$ cat config.mk
export PLATFORM = sky130hd
export DESIGN_NAME = ucopy_cpu
export DESIGN_NICKNAME = d
export VERILOG_FILES = /design/src/rtl/ucopy_pkg.sv /design/src/rtl/ucopy_ctrl.sv /design/src/rtl/ucopy_dp.sv /design/src/rtl/ucopy_cpu.sv
export SDC_FILE = /design/constraint.sdc
export NUM_CORES = 1
export LEC_CHECK = 0
export BUFFER_PORTS_ARGS = -buffer_cell sky130_fd_sc_hd__buf_4
export CAP_MARGIN = 20
export CORE_MARGIN = 2
export CORE_UTILIZATION = 30
export DETAILED_ROUTE_END_ITERATION = 16
export MAX_ROUTING_LAYER = met4
export PLACE_DENSITY_LB_ADDON = 0.15
export REMOVE_ABC_BUFFERS = 1
export SLEW_MARGIN = 40
export SYNTH_ARGS = -nofsm -noshare
export SYNTH_HDL_FRONTEND = slang
export SYNTH_SLANG_ARGS = --single-unit
$ cat constraint.sdc
create_clock -name clk -period 3.5 [get_ports clk]
set_input_delay 0.175 -clock clk [delete_from_list [all_inputs] [get_ports clk]]
set_output_delay 0.175 -clock clk [all_outputs]
set_load 0.01 [all_outputs]
$ cat src/rtl/ucopy_pkg.sv
package ucopy_pkg;
  typedef struct packed {
    logic capInstr;
    logic ldR0;
    logic r0FromA;
    logic ldR1;
    logic drvAddr;
    logic writeEn;
  } dpStrobes_t;

  typedef enum logic [1:0] {
    NX_DISPATCH = 2'd0,
    NX_INC      = 2'd1,
    NX_JUMP     = 2'd2
  } nxMode_t;

  localparam logic [3:0] OPC_COPY = 4'h2;
endpackage

$ cat src/rtl/ucopy_ctrl.sv
module ucopy_ctrl
  import ucopy_pkg::*;
#(
  parameter int CAR_W = 4,
  parameter int OPC_W = 4
) (
  input  logic             clk,
  input  logic             rst,
  input  logic             start,
  input  logic [OPC_W-1:0] opcode,
  output dpStrobes_t       strobes,
  output logic             ready
);
  localparam logic [CAR_W-1:0] IDLE_ADDR  = '0;
  localparam logic [CAR_W-1:0] COPY_ENTRY = CAR_W'(1);

  typedef struct packed {
    logic             isIdle;
    logic             ldR0;
    logic             r0FromA;
    logic             ldR1;
    logic             drvAddr;
    logic             writeEn;
    nxMode_t          mode;
    logic [CAR_W-1:0] target;
  } uword_t;

  // Control store: one microinstruction per control address.
  function automatic uword_t romWord(input logic [CAR_W-1:0] a);
    uword_t w;
    w = '{isIdle: 1'b0, ldR0: 1'b0, r0FromA: 1'b0, ldR1: 1'b0,
          drvAddr: 1'b0, writeEn: 1'b0, mode: NX_JUMP, target: IDLE_ADDR};
    case (a)
      CAR_W'(0): begin w.isIdle = 1'b1; w.mode = NX_DISPATCH; end
      CAR_W'(1): begin w.ldR0 = 1'b1; w.mode = NX_INC; end          // R0 <- B
      CAR_W'(2): begin w.drvAddr = 1'b1; w.ldR1 = 1'b1; w.mode = NX_INC; end
      CAR_W'(3): begin w.ldR0 = 1'b1; w.r0FromA = 1'b1; w.mode = NX_INC; end
      CAR_W'(4): begin w.drvAddr = 1'b1; w.writeEn = 1'b1; w.mode = NX_JUMP; end
      default: ;
    endcase
    return w;
  endfunction

  logic [CAR_W-1:0] car;
  logic [CAR_W-1:0] carNext;
  uword_t           uw;
  logic             accept;

  assign uw     = romWord(car);
  assign accept = uw.isIdle && start;

  always_comb begin
    unique case (uw.mode)
      NX_DISPATCH: carNext = (accept && opcode == OPC_W'(OPC_COPY)) ? COPY_ENTRY : IDLE_ADDR;
      NX_INC:      carNext = car + CAR_W'(1);
      default:     carNext = uw.target;
    endcase
  end

  always_ff @(posedge clk) begin
    if (rst) car <= IDLE_ADDR;
    else     car <= carNext;
  end

  assign ready            = uw.isIdle;
  assign strobes.capInstr = accept;
  assign strobes.ldR0     = uw.ldR0;
  assign strobes.r0FromA  = uw.r0FromA;
  assign strobes.ldR1     = uw.ldR1;
  assign strobes.drvAddr  = uw.drvAddr;
  assign strobes.writeEn  = uw.writeEn;
endmodule

$ cat src/rtl/ucopy_dp.sv
module ucopy_dp
  import ucopy_pkg::*;
#(
  parameter int DATA_W = 16,
  parameter int ADDR_W = 4,
  parameter int OPC_W  = 4
) (
  input  logic              clk,
  input  logic              rst,
  input  dpStrobes_t        strobes,
  input  logic [OPC_W+3*ADDR_W-1:0] instrIn,
  input  logic [DATA_W-1:0] memRdata,
  output logic [OPC_W-1:0]  opcode,
  output logic [ADDR_W-1:0] memAddr,
  output logic [DATA_W-1:0] memWdata,
  output logic              memWe
);
  localparam int INSTR_W = OPC_W + 3 * ADDR_W;
  localparam int A_LSB   = 2 * ADDR_W;
  localparam int B_LSB   = ADDR_W;

  logic [INSTR_W-1:0] instrReg;
  logic [ADDR_W-1:0]  r0;
  logic [DATA_W-1:0]  r1;
  logic [ADDR_W-1:0]  fieldA;
  logic [ADDR_W-1:0]  fieldB;

  assign fieldA = instrReg[A_LSB +: ADDR_W];
  assign fieldB = instrReg[B_LSB +: ADDR_W];
  // Dispatch uses the live opcode so the first microaddress is chosen at the accepting edge.
  assign opcode = instrIn[INSTR_W-1 -: OPC_W];

  always_ff @(posedge clk) begin
    if (rst) begin
      instrReg <= '0;
      r0       <= '0;
      r1       <= '0;
    end else begin
      if (strobes.capInstr) instrReg <= instrIn;
      if (strobes.ldR0)     r0 <= strobes.r0FromA ? fieldA : fieldB;
      if (strobes.ldR1)     r1 <= memRdata;
    end
  end

  assign memAddr  = strobes.drvAddr ? r0 : '0;
  assign memWdata = strobes.writeEn ? r1 : '0;
  assign memWe    = strobes.writeEn;
endmodule

$ cat src/rtl/ucopy_cpu.sv
module ucopy_cpu
  import ucopy_pkg::*;
#(
  parameter int DATA_W = 16,
  parameter int ADDR_W = 4,
  parameter int OPC_W  = 4,
  parameter int CAR_W  = 4
) (
  input  logic                        clk,
  input  logic                        rst,
  input  logic                        start,
  input  logic [OPC_W+3*ADDR_W-1:0]   instrIn,
  output logic                        ready,
  output logic [ADDR_W-1:0]           memAddr,
  input  logic [DATA_W-1:0]           memRdata,
  output logic [DATA_W-1:0]           memWdata,
  output logic                        memWe
);
  dpStrobes_t       strobes;
  logic [OPC_W-1:0] opcode;

  ucopy_ctrl #(.CAR_W(CAR_W), .OPC_W(OPC_W)) u_ctrl (
    .clk(clk), .rst(rst), .start(start), .opcode(opcode),
    .strobes(strobes), .ready(ready)
  );

  ucopy_dp #(.DATA_W(DATA_W), .ADDR_W(ADDR_W), .OPC_W(OPC_W)) u_dp (
    .clk(clk), .rst(rst), .strobes(strobes), .instrIn(instrIn),
    .memRdata(memRdata), .opcode(opcode), .memAddr(memAddr),
    .memWdata(memWdata), .memWe(memWe)
  );
endmodule

==> summary.md, run 1 <==
| Metric | Value |
|---|---|
| Leak pwr | `0.779 nW` |
| Global-route wire length before repair | `5150 microns` |
| Crit-path slowest cell | `dfxtp_1` |
| Mapped Area | `0.00144 sq mm` |
| CP startpoint | `u_ctrl.car[0]` |
| Clk root buf | `clkbuf_8` |
| Gr usage total | `13.0%` |
| FF-to-FF Start | `u_ctrl.car[0]` |
| Slew @ Worst Pin | `651 ps` |
| Yosys reg bits | `32` |
| Min-Delay Path Class | `in -> reg` |
| Full die area | `0.00538 sq mm` |
| Fraction of layout instances using a drive strength above 1 | `about 28%` |
| Worst reg-to-reg path cell count | `5` |
| CP endpoint kind | `primary output` |
| CTS Buf Count | `5` |
| Fin area | `0.00193 sq mm` |
| Final Hold Viols | `0` |
| CTS tree | `done` |
| Count of final max-slew check failures | `0` |
| Clk Latency, worst-skew pair | `280 ps` |
| RD Place Congestion | `approximately 0.71` |
| Hold_sp | `instrIn[7]` |
| Resized cells post-CTS | `0` |
| Most frequent cells in the layout | `52 x buf_4, 33 x nand2_1, 32 x dfxtp_1` |
| Largest net degree at the start of global routing | `32` |
| Number of port buffers | `52` |
| Setup Skew | `3.33 ps` |
| CP max stage delay | `390 ps` |
| HPWL Detailed | `2190 microns` |
| N_diodes | `0` |
| Initial antenna violation count | `0` |
| Critical path data arrival time | `roughly 1600 ps` |
| Global route total overflow | `0` |
| # IOs | `57` |
| Status | `finished clean` |
| Post-route DRC | `0` |
| Leading cell type in the layout, fill and taps excluded | `buf_4` |
| Async S/R FF share, synth | `0%` |
| Number of setup buffers added after CTS | `0` |
| Max-cap violation count | `0` |
| Power density cells | `approximately 370 mW/mm^2` |
| WL final | `~3200 microns` |
| DR pass1 iterations | `4` |
| Critical-path cell list | `inv_1 > ha_1 > and3b_2 > and2_1 > buf_4` |
| Synth cell types | `29` |
| Number of flops mapped to enable cells by yosys | `0` |
| WL per Instance | `11.7 microns` |
| CTS H-tree depth | `2` |
| Hold-critical path depth | `3` |
| Die width | `73.3 microns` |
| Max clock buf depth | `2` |
| Die H | `about 73 microns` |
| Layout Utilization | `41.2%` |
| Clk sinks | `32` |
| Initial Util | `30.7%` |
| Fin crit period | `1810 ps` |
| # fillers | `503` |
| Sequential fraction of the synthesis area | `44.4%` |
| Hold-fix buffers, CTS | `0` |
| Avg Cell Area, Syn | `8.38 sq um` |
| Final Cycle Share | `51.6%` |
| Number of global-route vias before repair | `between 1000 and 1500` |
| Vias | `between 1000 and 1500` |
| Antenna viol nets, final | `0` |
| Hold slack | `128 ps` |
| Worst EP required | `3320 ps` |
| Initial DRC count | `26` |
| Max Clk Rate | `between 500 and 600 MHz` |
| Setup CP Type | `reg -> out` |
| Final #Nets | `258` |
| RSZ-0062 raised after global routing | `false` |
| Final setup viols | `0` |
| Cell count after synthesis | `approximately 170` |
| Worst-path fanout max | `17` |
| Core area | `~0.0047 sq mm` |
| Row count | `25` |
| Clk slew on worst S/H paths | `60 ps` |
| Placed cell areas | `0.00184 sq mm` |
| Post-DR vias/cell | `4.55` |
| Top_reg_cell synth | `dfxtp_1` |
| CP Launch Type | `flop` |
| Setup TNS | `0 ps` |
| Yosys warnings | `0` |
| Area Growth Syn to Fin | `34.1%` |
| Maximum vdd ir drop | `around 0.2 mV` |
| Relative slew slack | `about 57%` |
==> cell usage after synthesis (2+ instances only) <==
cell	count	share of area, %
nor3b_1	2	1.0
nand2_1	33	8.6
a22o_1	3	1.8
buf_2	4	1.4
and2_1	17	7.4
dfxtp_1	32	44
nor3_1	4	1.4
o21ai_0	2	0.69
a21oi_1	18	6.3
nor4b_1	2	1.2
a221oi_1	3	1.8
clkbuf_1	5	1.3
mux2i_1	9	6.3
nor2_1	13	3.4
ha_1	4	3.5
inv_1	8	2.1
==> state kept, by name, indices dropped and copies added, names as in the netlist <==
name	count
u_dp.r1	16
u_dp.r0	4
u_dp.instrReg	8
u_ctrl.car	4
==> worst max-delay path, delay by kind of cell (launching register included) <==
family / cells / cell delay, ps
AND/OR/NAND/NOR: 2 / 510
buffers and inverters: 2 / 220
adder cells (fa/ha/maj): 1 / 230
flip-flops: 1 / 390
==> final cells by class <==
cell class | count | area (sq um) | share of cell area [%]
multi-input combinational | 120 | 714 | 37.0
sequential | 32 | 641 | 33.1
timing repair buffer | 52 | 390 | 20.2
clock buffer | 8 | 90.1 | 4.66
tap | 54 | 67.6 | 3.50
inverter | 8 | 30.0 | 1.55
==> power by group <==
group	leakage [nW]	switching (mW)	internal, mW
Sequential	0.259	0.00408	0.370
Combinational	0.474	0.0192	0.0299
Clock	0.0455	0.129	0.160
==> cell families after synthesis <==
| kind of cell | Yosys count | synth area share (%) |
|---|---|---|
| and+or+nand+nor | 78 | 27.4 |
| DFF | 32 | 44.4 |
| AOI/OAI and AO/OA | 28 | 11.7 |
| buffers and inverters | 20 | 6.42 |
| muxes | 9 | 6.25 |
| adders and majority gates | 4 | 3.47 |
| other | 1 | 0.260 |
==> final timing paths <==
check | end | slack [ps]
worst max-delay path | memWdata[10] | 1690
worst min-delay path | u_dp.instrReg[7] | 130
worst max register to register | u_dp.r1[5] | 1870
worst min register to register | u_dp.r1[1] | 450
==> routing by layer <==
layer | share of wire, % | vias to the layer above | track usage (%)
met5 | 0 | - | -
met4 | 2.1 | 0 | 6.67
li1 | - | 656 | -
met3 | 6.8 | 8 | 3.57
met2 | 45 | 43 | 20.0
met1 | 46 | 540 | 15.7
==> stage by stage <==
stage          instances  setup slack, ps  power [mW]
4_1_cts              274             1670       0.727
6_report             274             1690       0.712
3_5_place_dp         266             1870       0.432
3_3_place_gp         266             1660       0.432
5_1_grt              274             1580       0.742
2_1_floorplan        160             2090       0.396
Power figures use the tool's default switching activity.
==> run 2: changes to the inputs <==
- clock period: 3.5 -> 1.6 ns (I/O delays scaled with it)
==> summary.md, run 2 (synthesized netlist as in run 1, its figures left out) <==
| Metric | Value |
|---|---|
| CTS tree | `done (unchanged)` |
| Biggest regs | `u_dp.r1 (16), u_dp.instrReg (8) (unchanged)` |
| Worst reg-to-reg path cell count | `5 (unchanged)` |
| Fin area | `0.00205 sq mm (was 0.00193 sq mm)` |
| Full die area | `0.00538 sq mm (unchanged)` |
| Max FFs per register | `16 (unchanged)` |
| Power density cells | `735 mW/mm^2 (was 368 mW/mm^2)` |
| WL per Instance | `12.2 microns (was 11.7 microns)` |
| Final setup viols | `0 (unchanged)` |
| Largest net degree at the start of global routing | `32 (unchanged)` |
| Clk sinks | `32 (unchanged)` |
| RR Endpoint | `u_dp.instrReg[5] (was u_dp.r1[5])` |
| Count of final max-slew check failures | `0 (unchanged)` |
| Core area | `0.00469 sq mm (unchanged)` |
| Critical path data arrival time | `1460 ps (was 1630 ps)` |
| Comb pwr share | `7.8% (was 6.9%)` |
| Hold-critical path depth | `3 (unchanged)` |
| Flop pwr share | `54.2% (was 52.5%)` |
| Global route total overflow | `0 (unchanged)` |
| Number of global-route vias before repair | `1134 (was 1123)` |
| Leading cell type in the layout, fill and taps excluded | `buf_4 (unchanged)` |
| Post-route DRC | `0 (unchanged)` |
| Fin crit period | `around 1500 ps` |
| Final Cycle Share | `96.2%` |
| CTS Buf Count | `5 (unchanged)` |
| Max clock buf depth | `2 (unchanged)` |
| CP Launch Type | `flop (unchanged)` |
| Initial DRC count | `59 (was 26)` |
| Clock power frac | `38.0% (was 40.6%)` |
| Clk root buf | `clkbuf_8 (unchanged)` |
| Hold_sp | `instrIn[8] (was instrIn[7])` |
| Die width | `73.3 microns (unchanged)` |
| Antenna viol nets, final | `0 (unchanged)` |
| Die H | `73.3 microns (unchanged)` |
| Biggest register | `u_dp.r1 (unchanged)` |
| Clk Latency, worst-skew pair | `280 ps (about the same)` |
| Worst setup margin | `60.4 ps (was 1690 ps)` |
| Worst-path fanout max | `6 (was 17)` |
| WL final | `3460 microns (was 3210 microns)` |
| Worst EP required | `1520 ps (was 3320 ps)` |
| Maximum vdd ir drop | `0.479 mV (was 0.204 mV)` |
| Setup CP Type | `reg -> out (unchanged)` |
| CP endpoint kind | `primary output (unchanged)` |
| N_diodes | `0 (unchanged)` |
| Fin cells | `283 (was 274)` |
| Hold Crit Endpoint | `u_dp.instrReg[8] (was u_dp.instrReg[7])` |
| Leak pwr | `0.836 nW (was 0.779 nW)` |
| Net switching power | `0.331 mW (was 0.152 mW)` |
| Initial Util | `30.7% (unchanged)` |
| Global-route wire length before repair | `5380 microns (was 5150 microns)` |
| Clk slew on worst S/H paths | `60 ps (about the same)` |
| DP Worst Slack | `107 ps (was 1870 ps)` |
| Status | `finished clean (unchanged)` |
| Final #Nets | `268 (was 258)` |
| Max Clk Rate | `~650 MHz` |
| Post-Place Cells | `272 (was 266)` |
| Int Pwr | `1.17 mW (was 0.560 mW)` |
| Min-Delay Path Class | `in -> reg (unchanged)` |
| Max-cap violation count | `0 (unchanged)` |
| HPWL Detailed | `2210 microns (was 2190 microns)` |
| Final Hold Viols | `0 (unchanged)` |
| Gr usage total | `13.8% (was 13.0%)` |
| DR pass1 iterations | `4 (unchanged)` |
| Post-DR vias/cell | `4.59 (was 4.55)` |
| RSZ-0062 raised after global routing | `false (unchanged)` |
| Number of port buffers | `52 (unchanged)` |
| Most frequent cells in the layout | `58 x buf_4, 33 x nand2_1, 30 x dfxtp_1 (was 52 x buf_4, 33 x nand2_1, 32 x dfxtp_1)` |
| FF-to-FF setup slack | `110 ps (was 1870 ps)` |
| RD Place Congestion | `0.701 (was 0.712)` |
| Placed cell areas | `0.00189 sq mm (was 0.00184 sq mm)` |
| Row count | `25 (unchanged)` |
| Vias | `1299 (was 1247)` |
| CTS H-tree depth | `2 (unchanged)` |
| # fillers | `504 (was 503)` |
| Sw frac | `22.0% (was 21.4%)` |
| Fraction of layout instances using a drive strength above 1 | `34.1% (was 28.2%)` |
| FF-to-FF Start | `u_ctrl.car[1] (was u_ctrl.car[0])` |
| Initial antenna violation count | `0 (unchanged)` |
| # IOs | `57 (unchanged)` |
| Area Growth Syn to Fin | `42.0% (was 34.1%)` |
| Setup Skew | `6.41 ps (was 3.33 ps)` |
run 2: metrics by stage:
stage / power, mW / utilization (%) / TNS (ps) / hold slack [ps]
after global routing: 1.60 / 43.6 / 0 / 33.8
after detailed placement: 0.950 / 40.2 / 0 / 322
after floorplan: 0.866 / - / 0 / 149
after global placement: 0.951 / 40.1 / -766 / 318
after CTS: 1.55 / 42.9 / 0 / 18.3
final: 1.50 / 43.6 / 0 / 30.4
run 2: what timing repair did:
item                                    in CTS  in global routing
endpoints found under the setup margin      20                 40
gates resized for setup                      7                  4
setup buffers                                0                  2
gates cloned                                 2                  0
pin swaps                                    2                  1
hold buffers                                 0                  0
run 2: layout make-up:
cell class | count | area (sq um) | share of cell area (%)
clock buffers | 6 | 72.6 | 3.55
clock inverters | 1 | 5.00 | 0.244
inverters | 8 | 30.0 | 1.47
multi-input cells | 122 | 762 | 37.2
flip-flops and latches | 32 | 643 | 31.4
well taps | 54 | 67.6 | 3.30
repair buffers | 60 | 467 | 22.8
run 2: worst max-delay path by stage:
stage	cells past startpoint	slack, ps	start	to
3_3_place_gp	4	-60	u_ctrl.car[1]	u_dp.r1[12]
2_1_floorplan	5	190	u_ctrl.car[0]	u_dp.r1[0]
4_1_cts	5	30	u_ctrl.car[1]	memWdata[10]
5_1_grt	5	4	u_ctrl.car[1]	memWdata[14]
3_5_place_dp	5	110	u_ctrl.car[1]	u_dp.instrReg[5]
6_report	5	60	u_ctrl.car[1]	memWdata[13]
run 2: metal layers:
layer | global-route usage [%] | part of all wire, %
met5 | - | 0
met4 | 6.06 | 1.7
met3 | 3.29 | 5.7
met2 | 21.4 | 44
met1 | 17.1 | 49
run 2: critical path, stage by stage (launching register included):
cell and delay [ps]:
dfxtp_2 340, inv_1 80, ha_4 190, and3b_2 250, and2_1 170, buf_4 140
run 2: power by group through the flow:
stage,clock network [mW],logic [mW],registers (mW)
finish,0.572,0.118,0.815
global route,0.650,0.130,0.816
CTS,0.613,0.120,0.815
detailed placement,0,0.117,0.833
global placement,0,0.118,0.832
floorplan,0,0.0333,0.833
==> run 3: changes to the inputs <==
- SYNTH_HIERARCHICAL: unset -> 1
==> summary.md, run 3 <==
| Metric | Value |
|---|---|
| Status | `finished, violations left (was finished clean)` |
| Failing checks | `setup timing` |
| Worst reg-to-reg path cell count | `5 (unchanged)` |
| Die H | `74.1 microns (was 73.3 microns)` |
| Yosys reg bits | `32 (unchanged)` |
| CP endpoint kind | `primary output (unchanged)` |
| Top_reg_cell synth | `dfxtp_1 (unchanged)` |
| Most common cell in the synthesized netlist | `dfxtp_1 (was nand2_1)` |
| Worst-path fanout max | `4 (was 6)` |
| Count of final max-slew check failures | `0 (unchanged)` |
| RR Endpoint | `u_dp/r1[6] (was u_dp.instrReg[5])` |
| Most frequent cells in the layout | `53 x buf_4, 30 x dfxtp_1, 29 x nor2_1 (was 58 x buf_4, 33 x nand2_1, 30 x dfxtp_1)` |
| Critical path data arrival time | `1550 ps (was 1460 ps)` |
| Global route total overflow | `0 (unchanged)` |
| Number of port buffers | `52 (unchanged)` |
| GRT met3 Usage | `3.66% (was 3.29%)` |
| Async S/R FF share, synth | `0% (unchanged)` |
| Top Family by Delay on Critical Path | `simple AND/OR/NAND/NOR gates (unchanged)` |
| WL final | `3070 microns (was 3460 microns)` |
| Clk sinks | `32 (unchanged)` |
| Antenna viol nets, final | `0 (unchanged)` |
| Max-cap violation count | `0 (unchanged)` |
| Biggest regs | `u_dp/r1 (16), u_dp/instrReg (8) (was u_dp.r1 (16), u_dp.instrReg (8))` |
| N_diodes | `0 (unchanged)` |
| # fillers | `477 (was 504)` |
| Post-DR vias/cell | `4.27 (was 4.59)` |
| GRT Max-Usage Layer | `met2 (unchanged)` |
| Post-route DRC | `0 (unchanged)` |
| Full die area | `0.00549 sq mm (was 0.00538 sq mm)` |
| Leak pwr | `0.835 nW (was 0.836 nW)` |
| # IOs | `57 (unchanged)` |
| Maximum vdd ir drop | `0.351 mV (was 0.479 mV)` |
| Worst path buffer plus inverter count | `2 (unchanged)` |
| Setup CP Type | `reg -> out (unchanged)` |
| Avg Cell Area, Syn | `9.88 sq um (was 8.38 sq um)` |
| Fraction of layout instances using a drive strength above 1 | `38.7% (was 34.1%)` |
| RSZ-0062 raised after global routing | `true (was false)` |
| Number of flops mapped to enable cells by yosys | `0 (unchanged)` |
| FF-to-FF Start | `u_ctrl/car[3] (was u_ctrl.car[1])` |
| WL per Instance | `11.5 microns (was 12.2 microns)` |
| Synth cell types | `24 (was 29)` |
| Top cells by area, synth | `dfxtp_1 44%, mux2i_1 19%, and2_1 9.8% (was dfxtp_1 44%, nand2_1 8.6%, and2_1 7.4%)` |
| CTS Buf Count | `5 (unchanged)` |
| HPWL Detailed | `2160 microns (was 2210 microns)` |
| Hold-critical path depth | `3 (unchanged)` |
| Max FFs per register | `16 (unchanged)` |
| Post-synth top cells | `32 x dfxtp_1, 29 x nor2_1, 28 x mux2i_1, 23 x and2_1, 8 x buf_4 (was 33 x nand2_1, 32 x dfxtp_1, 18 x a21oi_1, 17 x and2_1, 13 x nor2_1)` |
| Layout Utilization | `42.4% (was 43.6%)` |
| Area Growth Syn to Fin | `36.0% (was 42.0%)` |
| Final Cycle Share | `102% (was 96.2%)` |
| Final Hold Viols | `0 (unchanged)` |
| Min-Delay Path Class | `in -> reg (unchanged)` |
| Largest net degree at the start of global routing | `32 (unchanged)` |
| FF-to-FF setup slack | `130 ps (was 110 ps)` |
| Hold_sp | `instrIn[8] (unchanged)` |
| Setup TNS | `-105 ps (was 0 ps)` |
| Row count | `25 (unchanged)` |
| Worst setup margin | `-25.5 ps (was 60.4 ps)` |
| Mapped Area | `0.00147 sq mm (was 0.00144 sq mm)` |
| Sequential fraction of the synthesis area | `43.5% (was 44.4%)` |
| Hold Crit Endpoint | `u_dp/instrReg[8] (was u_dp.instrReg[8])` |
| Clk root buf | `clkbuf_8 (unchanged)` |
| Core area | `0.00472 sq mm (was 0.00469 sq mm)` |
| Yosys top cell by area | `dfxtp_1 (unchanged)` |
| Yosys warnings | `6 (was 0)` |
| DR pass1 iterations | `4 (unchanged)` |
| Biggest register | `u_dp/r1 (was u_dp.r1)` |
| CP Launch Type | `flop (unchanged)` |
| CTS tree | `done (unchanged)` |
| CTS H-tree depth | `2 (unchanged)` |
| Setup Skew | `7.59 ps (was 6.41 ps)` |
| RD Place Congestion | `0.749 (was 0.701)` |
| Worst EP required | `1520 ps (about the same)` |
| Hold-fix buffers, CTS | `0 (unchanged)` |
| Gr usage total | `12.6% (was 13.8%)` |
| Initial DRC count | `50 (was 59)` |
| Met2 usage | `19.9% (was 21.4%)` |
| Initial Util | `31.2% (was 30.7%)` |
| Number of global-route vias before repair | `1127 (was 1134)` |
| CP max stage delay | `330 ps (was 340 ps)` |
| Leading cell type in the layout, fill and taps excluded | `buf_4 (unchanged)` |
| Clk slew on worst S/H paths | `70 ps (was 60 ps)` |
| Die width | `74.1 microns (was 73.3 microns)` |
| Max clock buf depth | `2 (unchanged)` |
| Final setup viols | `6 (was 0)` |
| Final #Nets | `237 (was 268)` |
| Critical-path cell list | `inv_2 > ha_1 > and2_1 > or2_4 > and2_4 > buf_6 (was inv_1 > ha_4 > and3b_2 > and2_1 > buf_4)` |
| Vias | `1136 (was 1299)` |
| Global-route wire length before repair | `5050 microns (was 5380 microns)` |
| Fin crit period | `1630 ps (was 1540 ps)` |
| Power density cells | `772 mW/mm^2 (was 735 mW/mm^2)` |
| Clk Latency, worst-skew pair | `280 ps (about the same)` |
| Top cell type's share of synthesized area | `43.5% (was 44.4%)` |
| Crit-path slowest cell | `dfxtp_2 (unchanged)` |
| Met1 Track Usage GR | `14.4% (was 17.1%)` |
| Initial antenna violation count | `0 (unchanged)` |
| Max Clk Rate | `615 MHz (was 650 MHz)` |
| Cell count after synthesis | `149 (was 172)` |
## run 3: changes by cell type after synthesis, sizes merged, moves of 7 or more
cell,change
mux2i,+19
nand2,-33
nor2,+16
buf,+7
a21oi,-17
## run 3: power breakdown
part	leakage [nW]	switching (mW)	internal, mW	total [mW]
logic	0.523	0.0394	0.0674	0.107
registers	0.260	0.00683	0.809	0.816
clock network	0.0510	0.282	0.343	0.624
## run 3: worst register-to-register path: stages, from the launching register on
cell	delay, ps
dfxtp_1	340
nor2_1	240
and2_1	190
buf_4	290
mux2i_1	240
nor2_1	50
## run 3: layer usage
layer	wire (microns)	vias to the layer above
li1	-	581
met1	1340	504
met2	1430	42
met3	235	9
met4	68	0
met5	0	-
## run 3: layout make-up
| class | instances | area, sq um | area share (%) |
|---|---|---|---|
| timing repair buffer | 57 | 443 | 22.1 |
| multi-input combinational | 100 | 733 | 36.6 |
| inverter | 2 | 7.51 | 0.375 |
| clock inverter | 2 | 10.0 | 0.500 |
| tap | 67 | 83.8 | 4.18 |
| clock buffer | 6 | 82.6 | 4.12 |
| sequential | 32 | 643 | 32.1 |
## run 3: metrics by stage
step / worst slack [ps] / power, mW / cells / instance area (sq um) / hold slack, ps
after global placement: 90.2 / 0.938 / 255 / 1850 / 317
after global routing: -98.2 / 1.64 / 266 / 2000 / 35.6
after detailed placement: 46.5 / 0.940 / 255 / 1850 / 324
final: -25.5 / 1.55 / 266 / 2000 / 32.9
after CTS: -44.2 / 1.58 / 266 / 2000 / 27.1
after floorplan: -9.77 / 0.864 / 134 / 1360 / 149
## run 3: cell families (layout without fill, tap and decap cells)
family	after synthesis	in the layout	share of synthesized area (%)
compound gates	7	7	3.48
other cells	1	1	0.255
fa+ha+maj	4	4	3.40
buf+inv	17	67	8.41
mux	28	28	19.0
flops	32	32	43.5
simple gates	60	60	21.9
## run 3: how the worst max path moves through the flow
stage,start,to,slack (ps),cells after the start
after CTS,u_ctrl/car[1],memAddr[1],-40,6
after floorplan,u_ctrl/car[0],memAddr[0],-10,5
after detailed placement,u_ctrl/car[0],memAddr[1],50,6
after global placement,u_ctrl/car[0],memAddr[1],90,6
final,u_ctrl/car[0],memAddr[2],-30,6
after global routing,u_ctrl/car[1],memWdata[11],-100,6
## run 3: repair_timing
item / in CTS / in global routing
buffers inserted: 3 / 0
pin swaps: 6 / 1
setup endpoints to repair: 21 / 23
resized for setup: 15 / 0
